<file path="config.mk">
export PLATFORM = sky130hd
export DESIGN_NAME = mpser_port
export DESIGN_NICKNAME = d
export VERILOG_FILES = /design/src/rtl/mpser_port.sv
export SDC_FILE = /design/constraint.sdc
export NUM_CORES = 1
export LEC_CHECK = 0
export ABC_AREA = 1
export BUFFER_PORTS_ARGS = -buffer_cell sky130_fd_sc_hd__buf_4
export CAP_MARGIN = 20
export CORE_ASPECT_RATIO = 0.9
export CORE_UTILIZATION = 40
export CTS_BUF_LIST = sky130_fd_sc_hd__clkbuf_8 sky130_fd_sc_hd__clkbuf_16
export DETAILED_ROUTE_END_ITERATION = 7
export GPL_TIMING_DRIVEN = 1
export PLACE_DENSITY = 0.7
export REMOVE_ABC_BUFFERS = 1
export SLEW_MARGIN = 40
export SYNTH_ARGS = -nofsm -noshare
export SYNTH_HDL_FRONTEND = slang
export SYNTH_SLANG_ARGS = --single-unit
</file>
<file path="constraint.sdc">
create_clock -name clk -period 3.7 [get_ports clk]
set_input_delay 0 -clock clk [delete_from_list [all_inputs] [get_ports clk]]
set_output_delay 0 -clock clk [all_outputs]
set_load 0.005 [all_outputs]
</file>
<file path="src/rtl/mpser_port.sv">
`timescale 1ns/1ps
module mpser_port (
  input  logic       clk,
  input  logic       rst_n,
  input  logic       ctl_we,
  input  logic [7:0] ctl_wdata,
  output logic [7:0] ctl_rdata,
  input  logic       buf_we,
  input  logic [7:0] buf_wdata,
  output logic [7:0] buf_rdata,
  input  logic       baud_tick,
  input  logic       dbl_rate,
  input  logic       rxd,
  output logic       txd,
  output logic       irq
);
  localparam logic [1:0] FMT_OFF = 2'b00;
  localparam logic [1:0] FMT_FIX = 2'b10;
  localparam logic [3:0] OS_LAST = 4'd15;
  localparam logic [3:0] VOTE_A  = 4'd7;
  localparam logic [3:0] VOTE_B  = 4'd8;
  localparam logic [3:0] VOTE_C  = 4'd9;

  logic [1:0] fmt;
  logic       mp_en, rx_en, tx_b8, rx_b8, tx_flag, rx_flag;
  logic [7:0] rbuf;

  wire nine   = fmt[1];
  wire fixed  = (fmt == FMT_FIX);
  wire active = (fmt != FMT_OFF);

  logic [1:0] pre;
  logic       os_tick;
  wire        adv = fixed | (active & baud_tick);

  always_comb begin
    if (fixed) os_tick = dbl_rate ? pre[0] : (pre == 2'b11);
    else       os_tick = adv & (dbl_rate | pre[0]);
  end

  always_ff @(posedge clk or negedge rst_n)
    if (!rst_n)   pre <= 2'b00;
    else if (adv) pre <= pre + 2'd1;

  logic        tx_busy, tx_done;
  logic [3:0]  tx_os, tx_bit;
  logic [10:0] tx_sh;
  wire  [3:0]  tx_last = nine ? 4'd10 : 4'd9;

  always_ff @(posedge clk or negedge rst_n) begin
    if (!rst_n) begin
      tx_busy <= 1'b0;
      tx_done <= 1'b0;
      tx_os   <= '0;
      tx_bit  <= '0;
      tx_sh   <= '1;
    end else begin
      tx_done <= 1'b0;
      if (!tx_busy) begin
        if (buf_we && active) begin
          tx_busy <= 1'b1;
          tx_os   <= '0;
          tx_bit  <= '0;
          tx_sh   <= {1'b1, nine ? tx_b8 : 1'b1, buf_wdata, 1'b0};
        end
      end else if (os_tick) begin
        tx_os <= tx_os + 4'd1;
        if (tx_os == OS_LAST) begin
          tx_sh  <= {1'b1, tx_sh[10:1]};
          tx_bit <= tx_bit + 4'd1;
          if (tx_bit == tx_last) begin
            tx_busy <= 1'b0;
            tx_done <= 1'b1;
          end
        end
      end
    end
  end

  assign txd = tx_busy ? tx_sh[0] : 1'b1;

  logic       rx_s1, rx_s2, rx_prev, rx_busy, rx_nin;
  logic [3:0] rx_os, rx_bit;
  logic [1:0] vote;
  logic [7:0] rx_dat;
  wire  [3:0] rx_last = nine ? 4'd10 : 4'd9;
  wire        maj     = (vote[0] & vote[1]) | (vote[0] & rx_s2) | (vote[1] & rx_s2);
  wire        rx_fin  = rx_busy & os_tick & (rx_os == VOTE_C) & (rx_bit == rx_last);
  wire        ninth   = nine ? rx_nin : maj;

  always_ff @(posedge clk or negedge rst_n)
    if (!rst_n) begin
      rx_s1 <= 1'b1;
      rx_s2 <= 1'b1;
    end else begin
      rx_s1 <= rxd;
      rx_s2 <= rx_s1;
    end

  always_ff @(posedge clk or negedge rst_n) begin
    if (!rst_n) begin
      rx_busy <= 1'b0;
      rx_prev <= 1'b1;
      rx_os   <= '0;
      rx_bit  <= '0;
      vote    <= '0;
      rx_dat  <= '0;
      rx_nin  <= 1'b0;
    end else if (os_tick) begin
      if (!rx_busy) begin
        rx_prev <= rx_s2;
        if (rx_en && rx_prev && !rx_s2) begin
          rx_busy <= 1'b1;
          rx_os   <= '0;
          rx_bit  <= '0;
        end
      end else begin
        rx_os <= rx_os + 4'd1;
        if (rx_os == VOTE_A) vote[0] <= rx_s2;
        if (rx_os == VOTE_B) vote[1] <= rx_s2;
        if (rx_os == OS_LAST) rx_bit <= rx_bit + 4'd1;
        if (rx_os == VOTE_C) begin
          if ((rx_bit == 4'd0 && maj) || rx_bit == rx_last) begin
            rx_busy <= 1'b0;
            rx_prev <= maj;
          end else if (rx_bit == 4'd9) begin
            rx_nin <= maj;
          end else if (rx_bit != 4'd0) begin
            rx_dat <= {maj, rx_dat[7:1]};
          end
        end
      end
    end
  end

  always_ff @(posedge clk or negedge rst_n) begin
    if (!rst_n) begin
      {rx_flag, tx_flag, rx_b8, tx_b8, rx_en, mp_en, fmt} <= '0;
      rbuf <= '0;
    end else begin
      if (ctl_we) {rx_flag, tx_flag, rx_b8, tx_b8, rx_en, mp_en, fmt} <= ctl_wdata;
      if (tx_done) tx_flag <= 1'b1;
      if (rx_fin && !rx_flag && (!mp_en || ninth)) begin
        rx_flag <= 1'b1;
        rx_b8   <= ninth;
        rbuf    <= rx_dat;
      end
    end
  end

  assign ctl_rdata = {rx_flag, tx_flag, rx_b8, tx_b8, rx_en, mp_en, fmt};
  assign buf_rdata = rbuf;
  assign irq       = tx_flag | rx_flag;
endmodule

</file>
==> summary by stage <==
Layout
The total number of nets in the final design is 473. Cells fill 52.3% of the core in the end. Leaving out fill and tap cells, the most frequent cells in the layout are sky130_fd_sc_hd__nand2_1, sky130_fd_sc_hd__dfrtp_1, sky130_fd_sc_hd__nand3_1. Summing all multi-input logic gate instances after layout gives 1350 µm². The fill cell instance count of the final layout is 711. The sequential cells in the finished layout cover a total of 1540 µm².

From synthesis to final layout, the design area changed by 27.0%. 0 antenna diodes ended up in the layout. The proportion of layout cells with a drive suffix above 1 is 19.5%. The commonest non-fill, non-tap cell in the layout is sky130_fd_sc_hd__nand2_1. The count of non-filler cells in the finished layout is 542.

Place
Port buffering added 40 buffers. Routability-driven placement finished with a final weighted congestion of 0.854. The total placed cells including tap cells is 502.

At the placement stage, the worst setup path has a slack of 1.76 ns. Summed over all nets, the half-perimeter wirelength after detailed placement is 4.44 mm.

Synth
Synthesis produced a netlist whose cell count is 380. The post-synthesis sequential element count is 61. The warning count from the yosys run is 0. The mean cell area of the mapped netlist is 8.17 µm². Summing every instance area after synthesis gives 3110 µm². The post-synthesis sequential area ratio is 49.7%. Synthesis instantiated 31 different standard cells from the library.

Power and ir drop
The leakage power is 2.09 nW. The net switching power of the design is 652 µW. The worst voltage drop across the vdd grid is 0.319 mV. The cell internal power dissipation is 1.49 mW. The fraction of power consumed by the clock network is 36.6%. The relative contribution of combinational cells to total power is 22.9%. Net switching is 30.5% of the power. In this run, flip-flops and latches consume 40.5% of the power. For this design the ratio of total power to cell area is 543 nW/µm².

Clocking
After clock tree synthesis, the clock-pin slew on the worst setup and hold paths is 0.07 ns. Counting along the longest clock path gives a buffer depth of 2. The clock tree synthesis step divided the H-tree into 3 levels. For this design, the sink count on the clock tree is 61. The clock tree root buffer cell is sky130_fd_sc_hd__clkbuf_8.

The total CTS buffers is 9. The later-pin clock latency in the skew report is 0.34 ns. The clock tree from TritonCTS is done. After clock tree synthesis, the repair step resized 0 gates.

Critical path
In this run the worst setup path terminates at tx_sh[6]. Traced cell by cell, the critical path runs through inv_1 -> nand2_1 -> inv_1 -> nor2_2 -> nand2_1 -> nand2_1. The worst endpoint required time is 3.98 ns. The endpoint kind of the worst setup timing path is a flip-flop. The origin of the worst setup path is tx_busy. The type of element launching the critical path is a flip-flop. Of all nets on the critical path, the largest fanout is 17.

The worst register-to-register path begins at tx_busy. The cell type with the highest occurrence count on the critical path is sky130_fd_sc_hd__nand2_1. The number of cells on the worst reg-to-reg path is 6. For this design, the slowest cell found on the critical path is sky130_fd_sc_hd__dfrtp_1. On the worst path, the slowest cell contributes a delay of 0.67 ns. The worst register-to-register path ends at tx_sh[6].

Setup slack on the worst reg-to-reg path comes out at 1.74 ns. Data on the critical path arrives at its endpoint at 2.24 ns. The type of the worst setup path is reg -> reg.

STA
Timing would allow up to 511 MHz. The smallest setup slack after layout is 1.74 ns. The count of final hold-check violations is 0. Setup repair after global routing left no endpoint under its margin.

The worst-case clock skew is 0.00759 ns. The post-route worst hold slack is 0.0196 ns. The actual slew at the worst max-slew pin is 0.544 ns. Setup violations remaining at the end of the flow were counted as 0. The total count of max-transition violations in the final report is 0. Dividing the final minimum period by the clock period gives 52.9%.

The final period demand of the worst path is 1.96 ns. The setup total negative slack is 0 ns. The worst pin sits at a relative slew slack of 63.7%.

Drt
The routed layout has 2600 vias. The remaining number of nets flagged by the antenna check after routing is 0. In the routed design, unresolved DRC markers number 0. The routed wire length is 6.44 mm. For this block, the initial DRC count from the detailed router was 134. The wire length on met3 is 245 µm. Dividing the detail-routed via count by the number of cells gives 4.80.

Wire segments on met2 add up to 3.21 mm in the final route. The first TritonRoute pass finished after 4 iterations. After detailed routing, the average wire length per cell comes to 11.9 µm.

The top metal layer carrying routed signals is met4. In the final routing, the length of wire on met1 measures 2.92 mm.

GRT
The number of global-route vias before repair was 2498. Global routing consumed, over all layers together, 18.0% of the routing resources. The first global-routing pass estimated 11.1 mm of wire. Entering global routing, the biggest net connects 62 pins. Global routing finished with a remaining overflow of 0. The number of antenna violations at the first check in global routing is 0.

Die
Measured along the x axis, the die boundary spans 94.9 µm. During I/O placement, the number of pins put on the boundary was 41. In this run the core area contains 30 standard-cell rows. The initial standard-cell utilization of the core is 41.2%. The total core area is 7540 µm². The die covers 8120 µm².

The die height is 85.6 µm.

Outcome
The flow ran to the end, and the final reports show no timing, DRC or antenna violations.

Min path
The tightest min-delay check is of the in -> reg type.

Run
Across the run, the number of max-cap violations was 0.
==> power by group through the flow <==
stage | clock network, mW | registers (mW) | logic (mW)
2_1_floorplan | 0 | 0.856 | 0.347
3_3_place_gp | 0 | 0.875 | 0.452
3_5_place_dp | 0 | 0.880 | 0.471
4_1_cts | 0.794 | 0.869 | 0.496
5_1_grt | 0.828 | 0.886 | 0.571
6_report | 0.784 | 0.869 | 0.490
==> state kept, by name, indices dropped and copies added (netlist names), 2 cells and up <==
name,flops
buf_rdata,8
fmt,2
pre,2
rx_bit,4
rx_dat,8
rx_os,4
tx_bit,4
tx_os,4
tx_sh,10
vote,2
==> layer usage <==
metal	vias up	global-route usage (%)
li1	1323	-
met1	1220	23.1
met2	47	29.2
met3	10	6.12
met4	0	4.55
met5	-	0
==> layout make-up <==
class                   instances  area share (%)
inverters                      33            3.14
repair buffers                 64            13.8
clock buffers                   9            3.14
clock inverters                 7            3.49
flip-flops and latches         61            39.1
multi-input cells             272            34.2
well taps                      96            3.05
==> cells by family (layout without fill, tap and decap cells) <==
logic type / count (synthesis) / count (layout) / synth area share (%)
DFF: 61 / 61 / 49.7
xor gates and xnor gates: 8 / 8 / 2.26
muxes: 4 / 4 / 1.45
buffers and inverters: 47 / 113 / 6.85
adders and majority gates: 9 / 9 / 3.63
and+or+nand+nor: 214 / 214 / 30.1
AOI/OAI and AO/OA: 37 / 37 / 6.04
==> metrics by stage <==
| stage | total power, mW | instance area, µm² |
|---|---|---|
| final | 2.14 | 3940 |
| after global routing | 2.28 | 3940 |
| after CTS | 2.16 | 3940 |
| after detailed placement | 1.35 | 3440 |
| after global placement | 1.33 | 3440 |
| after floorplan | 1.20 | 3020 |
==> worst min-delay path by stage <==
stage                             from           end  slack, ns  cells past startpoint
final                     buf_wdata[6]      tx_sh[7]       0.02                      5
after global routing            ctl_we         rx_en       0.03                      2
after CTS                 buf_wdata[6]      tx_sh[7]      0.005                      5
after detailed placement           rxd         rx_s1       0.11                      1
after global placement             rxd         rx_s1       0.11                      1
after floorplan                  rst_n  buf_rdata[0]      -0.30                      0
==> synth_stat cells, drive strengths merged <==
master | number | area, µm²
nand2 | 142 | 546
dfrtp | 48 | 1200
nand3 | 42 | 228
inv | 33 | 124
o21ai | 28 | 140
nor2 | 22 | 113
dfstp | 13 | 342
buf | 11 | 77.6
ha | 9 | 113
a21oi | 7 | 35.0
xor2 | 6 | 52.6
mux2 | 4 | 45.0
clkbuf | 3 | 11.3
nand4 | 3 | 18.8
or2 | 3 | 18.8
o22ai | 2 | 12.5
xnor2 | 2 | 17.5
and2 | 1 | 6.26
nor3 | 1 | 5.00
==> what timing repair did <==
item,4_1_cts,5_1_grt
buffers inserted,0,0
endpoints found under the hold margin,64,0
hold buffers,24,0
endpoints found under the setup margin,0,0
==> worst max-delay path: cells and delay by family (launching register included) <==
kind | cells | cell delay (ns)
flops | 1 | 0.67
buf+inv | 2 | 0.42
simple gates | 4 | 0.80
Note: power is estimated with default switching activity, not from simulation.
